===== config.mk =====
export PLATFORM = sky130hd
export DESIGN_NAME = scan_tap
export DESIGN_NICKNAME = d
export VERILOG_FILES = /design/src/rtl/scan_tap_pkg.sv /design/src/rtl/scan_tap_ctrl.sv /design/src/rtl/scan_tap_dpath.sv /design/src/rtl/scan_tap.sv
export SDC_FILE = /design/constraint.sdc
export NUM_CORES = 1
export LEC_CHECK = 0
export BUFFER_PORTS_ARGS = -buffer_cell sky130_fd_sc_hd__buf_2
export CORE_MARGIN = 4
export CORE_UTILIZATION = 25
export CTS_CLUSTER_SIZE = 28
export DETAILED_ROUTE_END_ITERATION = 8
export MAX_ROUTING_LAYER = met4
export SLEW_MARGIN = 20
export SYNTH_ARGS = -nofsm -noshare
export SYNTH_HDL_FRONTEND = slang
export SYNTH_SLANG_ARGS = --single-unit

===== constraint.sdc =====
create_clock -name tck -period 1.9 [get_ports tck]
set_input_delay 0.095 -clock tck [delete_from_list [all_inputs] [get_ports tck]]
set_output_delay 0.095 -clock tck [all_outputs]
set_load 0.01 [all_outputs]

===== src/rtl/scan_tap_pkg.sv =====
`timescale 1ns/1ps
package scan_tap_pkg;

  localparam int IR_W    = 3;
  localparam int NUM_SEL = 4;

  // Instruction codes
  localparam logic [IR_W-1:0] OP_EXTEST = 3'b000;
  localparam logic [IR_W-1:0] OP_SAMPLE = 3'b001;
  localparam logic [IR_W-1:0] OP_IDCODE = 3'b010;
  localparam logic [IR_W-1:0] OP_BYPASS = 3'b111;
  localparam logic [IR_W-1:0] IR_CAPTURE = 3'b100;

  // Bit positions inside the one-hot decode
  localparam int SEL_BYPASS = 0;
  localparam int SEL_IDCODE = 1;
  localparam int SEL_SAMPLE = 2;
  localparam int SEL_EXTEST = 3;

  typedef enum logic [3:0] {
    ST_RESET  = 4'd0,
    ST_IDLE   = 4'd1,
    ST_SEL_DR = 4'd2,
    ST_CAP_DR = 4'd3,
    ST_SH_DR  = 4'd4,
    ST_EX1_DR = 4'd5,
    ST_PAU_DR = 4'd6,
    ST_EX2_DR = 4'd7,
    ST_UPD_DR = 4'd8,
    ST_SEL_IR = 4'd9,
    ST_CAP_IR = 4'd10,
    ST_SH_IR  = 4'd11,
    ST_EX1_IR = 4'd12,
    ST_PAU_IR = 4'd13,
    ST_EX2_IR = 4'd14,
    ST_UPD_IR = 4'd15
  } tapStateT;

  // Strobes from the controller to the data registers
  typedef struct packed {
    logic capDr;
    logic shDr;
    logic updDr;
    logic capIr;
    logic shIr;
    logic updIr;
    logic inReset;
  } tapStrobeT;

endpackage


===== src/rtl/scan_tap_ctrl.sv =====
`timescale 1ns/1ps
module scan_tap_ctrl
  import scan_tap_pkg::*;
(
  input  logic                tck,
  input  logic                trstN,
  input  logic                tms,
  input  logic                tdi,
  output tapStateT            state,
  output tapStrobeT           strobe,
  output logic [IR_W-1:0]     instr,
  output logic [NUM_SEL-1:0]  instrDec,
  output logic                irSerial
);

  tapStateT        nextState;
  logic [IR_W-1:0] irShift;
  logic [2:0]      hiCnt;

  // Transition graph
  always_comb begin
    nextState = state;
    unique case (state)
      ST_RESET:  nextState = tms ? ST_RESET  : ST_IDLE;
      ST_IDLE:   nextState = tms ? ST_SEL_DR : ST_IDLE;
      ST_SEL_DR: nextState = tms ? ST_SEL_IR : ST_CAP_DR;
      ST_CAP_DR: nextState = tms ? ST_EX1_DR : ST_SH_DR;
      ST_SH_DR:  nextState = tms ? ST_EX1_DR : ST_SH_DR;
      ST_EX1_DR: nextState = tms ? ST_UPD_DR : ST_PAU_DR;
      ST_PAU_DR: nextState = tms ? ST_EX2_DR : ST_PAU_DR;
      ST_EX2_DR: nextState = tms ? ST_UPD_DR : ST_SH_DR;
      ST_UPD_DR: nextState = tms ? ST_SEL_DR : ST_IDLE;
      ST_SEL_IR: nextState = tms ? ST_RESET  : ST_CAP_IR;
      ST_CAP_IR: nextState = tms ? ST_EX1_IR : ST_SH_IR;
      ST_SH_IR:  nextState = tms ? ST_EX1_IR : ST_SH_IR;
      ST_EX1_IR: nextState = tms ? ST_UPD_IR : ST_PAU_IR;
      ST_PAU_IR: nextState = tms ? ST_EX2_IR : ST_PAU_IR;
      ST_EX2_IR: nextState = tms ? ST_UPD_IR : ST_SH_IR;
      ST_UPD_IR: nextState = tms ? ST_SEL_DR : ST_IDLE;
      default:   nextState = ST_RESET;
    endcase
  end

  always_ff @(posedge tck or negedge trstN) begin
    if (!trstN) state <= ST_RESET;
    else        state <= nextState;
  end

  always_comb begin
    strobe.capDr   = (state == ST_CAP_DR);
    strobe.shDr    = (state == ST_SH_DR);
    strobe.updDr   = (state == ST_UPD_DR);
    strobe.capIr   = (state == ST_CAP_IR);
    strobe.shIr    = (state == ST_SH_IR);
    strobe.updIr   = (state == ST_UPD_IR);
    strobe.inReset = (state == ST_RESET);
  end

  // Instruction shift stage, rising edge
  always_ff @(posedge tck or negedge trstN) begin
    if (!trstN)            irShift <= IR_CAPTURE;
    else if (strobe.capIr) irShift <= IR_CAPTURE;
    else if (strobe.shIr)  irShift <= {tdi, irShift[IR_W-1:1]};
  end

  assign irSerial = irShift[0];

  // Instruction latch, falling edge
  always_ff @(negedge tck or negedge trstN) begin
    if (!trstN)              instr <= OP_IDCODE;
    else if (strobe.inReset) instr <= OP_IDCODE;
    else if (strobe.updIr)   instr <= irShift;
  end

  always_comb begin
    instrDec = '0;
    unique case (instr)
      OP_EXTEST: instrDec[SEL_EXTEST] = 1'b1;
      OP_SAMPLE: instrDec[SEL_SAMPLE] = 1'b1;
      OP_IDCODE: instrDec[SEL_IDCODE] = 1'b1;
      default:   instrDec[SEL_BYPASS] = 1'b1;
    endcase
  end

  // Saturating count of consecutive high tms edges
  always_ff @(posedge tck or negedge trstN) begin
    if (!trstN)           hiCnt <= '0;
    else if (!tms)        hiCnt <= '0;
    else if (hiCnt != 3'd5) hiCnt <= hiCnt + 3'd1;
  end

  p_tms_reset_r2: assert property (@(posedge tck) disable iff (!trstN)
    (hiCnt == 3'd5) |-> (state == ST_RESET));

  p_idle_hold_r1: assert property (@(posedge tck) disable iff (!trstN)
    (state == ST_IDLE && !tms) |=> (state == ST_IDLE));

  p_ir_capture_r4: assert property (@(posedge tck) disable iff (!trstN)
    (state == ST_CAP_IR) |=> (irShift == IR_CAPTURE));

  p_instr_hold_r5: assert property (@(posedge tck) disable iff (!trstN)
    !(state inside {ST_UPD_IR, ST_RESET}) |-> $stable(instr));

  p_dec_onehot_r5: assert property (@(posedge tck) disable iff (!trstN)
    $countones(instrDec) == 1);

endmodule


===== src/rtl/scan_tap_dpath.sv =====
`timescale 1ns/1ps
module scan_tap_dpath
  import scan_tap_pkg::*;
#(
  parameter int          BSR_LEN  = 8,
  parameter logic [31:0] ID_VALUE = 32'h4A73_601F
)(
  input  logic                tck,
  input  logic                trstN,
  input  logic                tdi,
  input  tapStrobeT           strobe,
  input  logic [NUM_SEL-1:0]  instrDec,
  input  logic                irSerial,
  input  logic [BSR_LEN-1:0]  bsrIn,
  output logic                tdo,
  output logic                tdoEn,
  output logic [BSR_LEN-1:0]  bsrOut
);

  localparam int ID_W = 32;

  logic               bypassBit;
  logic [ID_W-1:0]    idShift;
  logic [BSR_LEN-1:0] bsrShift;
  logic               selBsr;
  logic               drSerial;
  logic               serialNext;

  assign selBsr = instrDec[SEL_EXTEST] | instrDec[SEL_SAMPLE];

  // Bypass stage
  always_ff @(posedge tck or negedge trstN) begin
    if (!trstN) bypassBit <= 1'b0;
    else if (instrDec[SEL_BYPASS]) begin
      if (strobe.capDr)     bypassBit <= 1'b0;
      else if (strobe.shDr) bypassBit <= tdi;
    end
  end

  // Identification register
  always_ff @(posedge tck or negedge trstN) begin
    if (!trstN) idShift <= ID_VALUE;
    else if (instrDec[SEL_IDCODE]) begin
      if (strobe.capDr)     idShift <= ID_VALUE;
      else if (strobe.shDr) idShift <= {tdi, idShift[ID_W-1:1]};
    end
  end

  // Boundary cells
  for (genvar i = 0; i < BSR_LEN; i++) begin : g_cell
    logic shiftIn;
    if (i == BSR_LEN - 1) begin : g_top
      assign shiftIn = tdi;
    end else begin : g_mid
      assign shiftIn = bsrShift[i+1];
    end

    always_ff @(posedge tck or negedge trstN) begin
      if (!trstN) bsrShift[i] <= 1'b0;
      else if (selBsr) begin
        if (strobe.capDr)     bsrShift[i] <= bsrIn[i];
        else if (strobe.shDr) bsrShift[i] <= shiftIn;
      end
    end

    always_ff @(negedge tck or negedge trstN) begin
      if (!trstN)                      bsrOut[i] <= 1'b0;
      else if (strobe.updDr && selBsr) bsrOut[i] <= bsrShift[i];
    end
  end

  // Serial output selection
  always_comb begin
    drSerial = bypassBit;
    if (instrDec[SEL_IDCODE]) drSerial = idShift[0];
    else if (selBsr)          drSerial = bsrShift[0];
  end

  always_comb begin
    serialNext = 1'b0;
    if (strobe.shIr)      serialNext = irSerial;
    else if (strobe.shDr) serialNext = drSerial;
  end

  always_ff @(negedge tck or negedge trstN) begin
    if (!trstN) begin
      tdo   <= 1'b0;
      tdoEn <= 1'b0;
    end else begin
      tdo   <= serialNext;
      tdoEn <= strobe.shDr | strobe.shIr;
    end
  end

  p_bypass_zero_r6: assert property (@(posedge tck) disable iff (!trstN)
    (strobe.capDr && instrDec[SEL_BYPASS]) |=> (bypassBit == 1'b0));

  p_bsr_hold_r9: assert property (@(posedge tck) disable iff (!trstN)
    !strobe.updDr |-> $stable(bsrOut));

  p_tdo_idle_r10: assert property (@(posedge tck) disable iff (!trstN)
    !tdoEn |-> (tdo == 1'b0));

  p_tdoen_state_r10: assert property (@(posedge tck) disable iff (!trstN)
    tdoEn |-> (strobe.shDr || strobe.shIr));

endmodule


===== src/rtl/scan_tap.sv =====
`timescale 1ns/1ps
module scan_tap
  import scan_tap_pkg::*;
#(
  parameter int          BSR_LEN  = 8,
  parameter logic [31:0] ID_VALUE = 32'h4A73_601F
)(
  input  logic               tck,
  input  logic               trstN,
  input  logic               tms,
  input  logic               tdi,
  input  logic [BSR_LEN-1:0] bsrIn,
  output logic               tdo,
  output logic               tdoEn,
  output logic [3:0]         tapState,
  output logic [IR_W-1:0]    instr,
  output logic [NUM_SEL-1:0] instrDec,
  output logic [BSR_LEN-1:0] bsrOut
);

  tapStateT  stateQ;
  tapStrobeT strobe;
  logic      irSerial;

  scan_tap_ctrl u_ctrl (
    .tck      (tck),
    .trstN    (trstN),
    .tms      (tms),
    .tdi      (tdi),
    .state    (stateQ),
    .strobe   (strobe),
    .instr    (instr),
    .instrDec (instrDec),
    .irSerial (irSerial)
  );

  scan_tap_dpath #(
    .BSR_LEN  (BSR_LEN),
    .ID_VALUE (ID_VALUE)
  ) u_dpath (
    .tck      (tck),
    .trstN    (trstN),
    .tdi      (tdi),
    .strobe   (strobe),
    .instrDec (instrDec),
    .irSerial (irSerial),
    .bsrIn    (bsrIn),
    .tdo      (tdo),
    .tdoEn    (tdoEn),
    .bsrOut   (bsrOut)
  );

  assign tapState = stateQ;

endmodule


==> results of run 1 <==
-- worst paths after layout --
check / start / slack [ns] / end / cells after the start
min in group asynchronous: trstN / 0.16 / u_ctrl.irShift[0] / 2
max reg2reg: u_ctrl.instr[1] / -0.53 / u_dpath.idShift[31] / 4
max: u_ctrl.instr[1] / -0.53 / u_dpath.idShift[31] / 4
min reg2reg: u_dpath.bsrOut[7] / 0.45 / u_dpath.bsrOut[7] / 1
min: tdi / 0.04 / u_ctrl.irShift[2] / 3
max in group asynchronous: trstN / 0.46 / u_dpath.bsrOut[3] / 3
-- cell usage after synthesis, drive strengths merged, types with 2 or more instances --
cell / number
mux2i: 7
o21ai: 47
nor3: 5
nor2: 23
mux2: 10
a21oi: 11
nand2b: 4
nor3b: 2
nor2b: 5
nand2: 66
nand3: 3
dfrtp: 32
inv: 4
o22ai: 4
dfrtn: 12
or3: 3
dfstp: 17
o211ai: 2
clkbuf: 5
buf: 18
-- flip-flops by register name (all words and copies together), names as in the netlist --
name,flops
u_dpath.idShift,32
u_dpath.bsrOut,8
u_dpath.g_cell.shiftIn,7
u_ctrl.state,4
u_ctrl.instr,3
u_ctrl.irShift,3
u_dpath.bsrShift,1
u_dpath.bypassBit,1
u_dpath.tdo,1
u_dpath.tdoEn,1
-- logic make-up after synthesis --
logic type / Yosys count / synth area share
xor gates and xnor gates: 1 / 0.00306
AOI/OAI and AO/OA: 71 / 0.141
buffers and inverters: 27 / 0.0629
DFF: 61 / 0.540
muxes: 17 / 0.0650
and+or+nand+nor: 117 / 0.188
-- metal layers --
layer,up-vias,track usage,routed length [microns],part of all wire
met1,1150,0.143,3080,0.44
met2,43,0.190,3550,0.51
li1,1163,-,-,-
met4,0,0.0399,106,0.015
met5,-,-,0,0
met3,8,0.0342,279,0.040
-- layout make-up --
cell class,count,area (sq um)
Fill cell,1085,6850
Clock buffer,9,225
Inverter,3,11.3
Sequential cell,61,1550
Tap cell,140,175
Clock inverter,8,56.3
Timing Repair Buffer,92,786
Multi-Input combinational cell,208,1380
-- worst max-delay path, cell delays in order, from the launching register on --
cell	delay [ns]
dfstp_2	0.54
nor3b_4	0.21
buf_6	0.13
o21ai_4	0.10
mux2_4	0.32
-- power by group --
part,switching [W],internal [W]
registers,0.000340,0.00186
logic,0.00157,0.00160
clock network,0.000616,0.000887
total,0.00252,0.00435
-- stage by stage --
stage          TNS [ns]  power, W
2_1_floorplan    -23.21   0.00386
3_3_place_gp     -19.45   0.00445
3_5_place_dp     -20.93   0.00453
4_1_cts          -24.96   0.00659
5_1_grt          -29.50   0.00739
6_report         -25.52   0.00687
-- what timing repair did --
item                                   4_1_cts  5_1_grt
hold buffers                                 1        0
gates cloned                                 4        1
setup buffers                               18        5
gates resized for setup                     44       39
pin swaps                                   13       10
setup endpoints to repair                   69       71
endpoints found under the hold margin       32        0
==> results by group, run 1 <==
Global route
  – Largest net degree at the start of global routing: 31
  – GRT Total Usage: 0.118
  – Antenna violations before repair: 0
  – Congestion Overflow GR: 0
  – Via count of the first global-routing pass: around 2500
  – First-pass GRT wire length: roughly 12000 microns

Die
  – Io pins: 33
  – Initial core utilization: 0.260
  – Die W: 115 microns
  – Number of placement rows: 38
  – DIE AREA: ~13000 sq um
  – Core area: roughly 11000 sq um
  – Die height: around 120 microns

Logic synthesis
  – Seq/Total Area, Yosys: 0.540
  – Number of flops mapped to enable cells by yosys: 0
  – Count of cell types in the netlist: 42
  – Synth Net Count: between 300 and 400
  – Post-synth top area cell: dfrtp_1
  – Syn Area/Cell: a little under 10 sq um
  – Ranking of synthesized cells by area: dfrtp_1 (28%), dfstp_2 (16%), dfrtn_1 (10%), nand2_1 (8.6%), o21ai_0 (7.9%)
  – #FFs+latches synth: 61
  – Yosys Warn Count: 0
  – Yosys top cell area share: 0.279
  – Share of flip-flops with an asynchronous set or reset: 1.00
  – Ys flop type: dfrtp_1
  – Post-synthesis cell area: about 2900 sq um
  – Post-synthesis cell count: around 290

Job
  – Max Cap Violations: 0

STA
  – Max Slew Vio Count: 0
  – Hold Violations, Final: 0
  – Final Hold Slack: between 0.04 and 0.05 ns
  – Slew @ Worst Pin: just over 0.7 ns
  – Relative slew slack: 0.518
  – Worst setup margin: -0.530 ns
  – # setup viols final: 69
  – Worst Skew: around 0.058 ns
  – RSZ-0062 raised after global routing: yes

Setup path
  – Crit path launch type: flip-flop
  – CP required: 2.11 ns
  – Worst EP arrival: 2.64 ns
  – Worst-path fanout max: 6
  – Kind of critical path: flip-flop to flip-flop
  – CP Capture Type: flip-flop

Final layout
  – Most common cell after layout, fill and taps aside: nand2_1
  – Antenna Cells: 0
  – Synth-to-Final Area Change: 46.0%
  – Post-Route Utilization: 0.379
  – Nets: slightly below 400
  – Most frequent cells in the layout: nand2_1 (54), buf_4 (39), o21ai_1 (30)
  – Layout cell share with drive strength beyond 1: 0.486
  – Final instance area: about 4200 sq um
  – Cell Count, Final, Fillers Out: ~520

Place
  – Area post-placement: between 3000 and 4000 sq um
  – Routability Congestion: between 0.7 and 0.8
  – Port buffer count: 32
  – DP Wirelength: around 4300 microns
  – Pre-CTS WS: -0.455 ns
  – Placed cells: approximately 480

Clocking
  – Clk_lat worst skew: about 0.38 ns
  – Clock transition at path regs: approximately 0.05 ns
  – Max Root-Sink Buffers: 2
  – CTS buffer count: 9
  – Clk root buf: clkbuf_16
  – CTS tree: done
  – Clock Sink Count: between 60 and 70
  – Max H-tree Level: 3

Detailed routing
  – DRT Pass-1 Iters: 4
  – Routed Antenna Nets: 0
  – WL per Instance: about 13 microns
  – Via density: 4.54
  – WL final: between 7000 and 8000 microns
  – DR DRC count: 0
  – Starting DRT DRC Count: 57
  – Via count: around 2400

Power
  – Pwr dens: around 1600 nW/um^2
  – Max VDD drop: 733 uV
  – Pleak: around 1.9 nW

Hold path
  – Hold Path Class: primary input to flip-flop

Outcome
  – Failing checks: setup timing
  – Outcome: finished with violations
Power figures use the tool's default switching activity.
==> run 2: changes to the inputs <==
Settings changed: CORE_UTILIZATION 25 to 45.
==> results by group, run 2 (synthesized netlist as in run 1, its figures left out) <==
Die
  – Number of placement rows: 28
  – Die W: 87.8 microns
  – DIE AREA: 7710 sq um
  – Io pins: 33
  – Die height: between 80 and 90 microns
  – Core area: 6060 sq um
  – Initial core utilization: 0.473

Setup path
  – Bufs and invs on worst path: 3
  – Slowest-stage cell, CP: dfstp_2
  – Cell family with most CP delay: flip-flops
  – Crit path launch type: flip-flop
  – CP Capture Type: primary output
  – Kind of critical path: flip-flop to primary output
  – CP required: between 1.5 and 2 ns
  – Worst EP arrival: 2.30 ns
  – Most numerous cell on the critical path: buf_6
  – Max incr delay on CP: between 0.5 and 0.6 ns
  – Crit path cell chain: buf_6, a21o_1, buf_4, buf_6
  – Worst-path fanout max: 3
  – Worst reg2reg setup slack: -0.49 ns

Global route
  – Antenna violations before repair: 0
  – GRT Total Usage: 0.188
  – First-pass GRT wire length: around 11000 microns
  – Congestion Overflow GR: 0
  – Largest net degree at the start of global routing: 39
  – Via count of the first global-routing pass: 2247

Clocking
  – CTS buffer count: 9
  – Clk root buf: clkbuf_8
  – Clk_lat worst skew: between 0.3 and 0.4 ns
  – Clock transition at path regs: around 0.07 ns
  – CTS tree: done
  – Max H-tree Level: 3
  – Max Root-Sink Buffers: 2
  – Clock Sink Count: 61

Detailed routing
  – WL per Instance: ~15 microns
  – Routed Antenna Nets: 0
  – DRT Pass-1 Iters: 4
  – DR DRC count: 0
  – Via count: 2314
  – Starting DRT DRC Count: 74
  – Via density: 5.20
  – WL final: 6510 microns

Final layout
  – Most common cell after layout, fill and taps aside: nand2_1
  – Final instance area: about 3900 sq um
  – Largest register FFs: 32
  – Nets: about 380
  – Synth-to-Final Area Change: 34.4%
  – Antenna Cells: 0
  – Reg with most FFs: u_dpath.idShift
  – Layout cell share with drive strength beyond 1: 0.438
  – Cell Count, Final, Fillers Out: approximately 450
  – Most frequent cells in the layout: nand2_1 (58), o21ai_1 (36), buf_4 (34)

Power
  – Pleak: between 1.5 and 2 nW
  – Max VDD drop: just under 1000 uV
  – Pwr dens: 1580 nW/um^2

STA
  – Slew @ Worst Pin: between 0.7 and 0.8 ns
  – Worst setup margin: -0.494 ns
  – Hold Violations, Final: 0
  – Relative slew slack: 0.526
  – Worst Skew: approximately 0.052 ns
  – # setup viols final: between 60 and 70
  – Max Slew Vio Count: 0
  – RSZ-0062 raised after global routing: yes

Place
  – Area post-placement: between 3000 and 4000 sq um
  – Port buffer count: 32
  – Placed cells: 412
  – Routability Congestion: between 0.8 and 0.9
  – DP Wirelength: ~4100 microns

Outcome
  – Failing checks: setup timing
  – Outcome: finished with violations

Hold path
  – Hold Path Class: primary input to flip-flop

Job
  – Max Cap Violations: 0
==> run 2: changes by cell type in the layout (fill, tap and decap cells not counted), moves of 4 or more <==
cell       before  now
clkbuf_8        0   10
clkbuf_16      10    1
buf_4          39   34
o21ai_1        30   36
buf_6          22   14
nand2_1        54   58
o21ai_2        12    5
nand2_2        12    7
==> run 2: final timing paths <==
path,cells past startpoint,endpoint,start
setup / recovery,4,instrDec[0],u_ctrl.instr[1]
hold / removal,3,u_dpath.g_cell[1].shiftIn,bsrIn[2]
setup reg to reg,6,u_dpath.idShift[11],u_ctrl.instr[1]
hold reg to reg,1,u_dpath.bsrOut[1],u_dpath.bsrOut[1]
max in group asynchronous,3,u_dpath.bsrOut[6],trstN
min in group asynchronous,2,u_ctrl.state[3],trstN
==> run 2: cell type report <==
type	count	area (sq um)
inverter	3	11.3
tap	75	93.8
clock buffer	10	138
multi-input combinational	207	1340
clock inverter	7	42.5
timing repair buffer	82	673
fill	504	2210
sequential	61	1550
==> run 2: power breakdown <==
part	leakage (nW)	switching, W	internal (W)
Combinational	0.931	0.00145	0.00142
Clock	0.0934	0.000537	0.000506
Sequential	0.733	0.000327	0.00186
==> run 2: worst register-to-register path: cells and delay by family, from the launching register on <==
family	cells	cell delay, ns
flops	1	0.54
simple gates	2	0.25
compound gates	2	0.17
buf+inv	2	0.32
==> run 2: per-layer routing <==
layer,vias up,wire [microns],global-route usage
met4,0,116,0.0795
met5,-,0,-
met1,1118,2980,0.236
met3,11,208,0.0329
met2,40,3200,0.299
li1,1145,-,-
==> run 2: through the flow <==
step            util  worst slack, ns  power (W)  hold slack [ns]  TNS (ns)
6_report       0.635           -0.494    0.00610           0.0224    -24.59
3_5_place_dp   0.542           -0.432    0.00446          -0.0142    -18.15
4_1_cts        0.616           -0.493    0.00590           0.0187    -22.81
2_1_floorplan      -           -0.587    0.00386           -0.201    -23.21
3_3_place_gp   0.542           -0.390    0.00440          -0.0151    -17.56
5_1_grt        0.635           -0.546    0.00653           0.0365    -28.29
==> run 2: repair_timing <==
item                                    CTS  global route
setup buffers                            12             3
pin swaps                                14            10
resized for setup                        44            20
endpoints found under the hold margin    23             0
hold buffers                              1             0
cloned                                    1             1
endpoints found under the setup margin   70            70
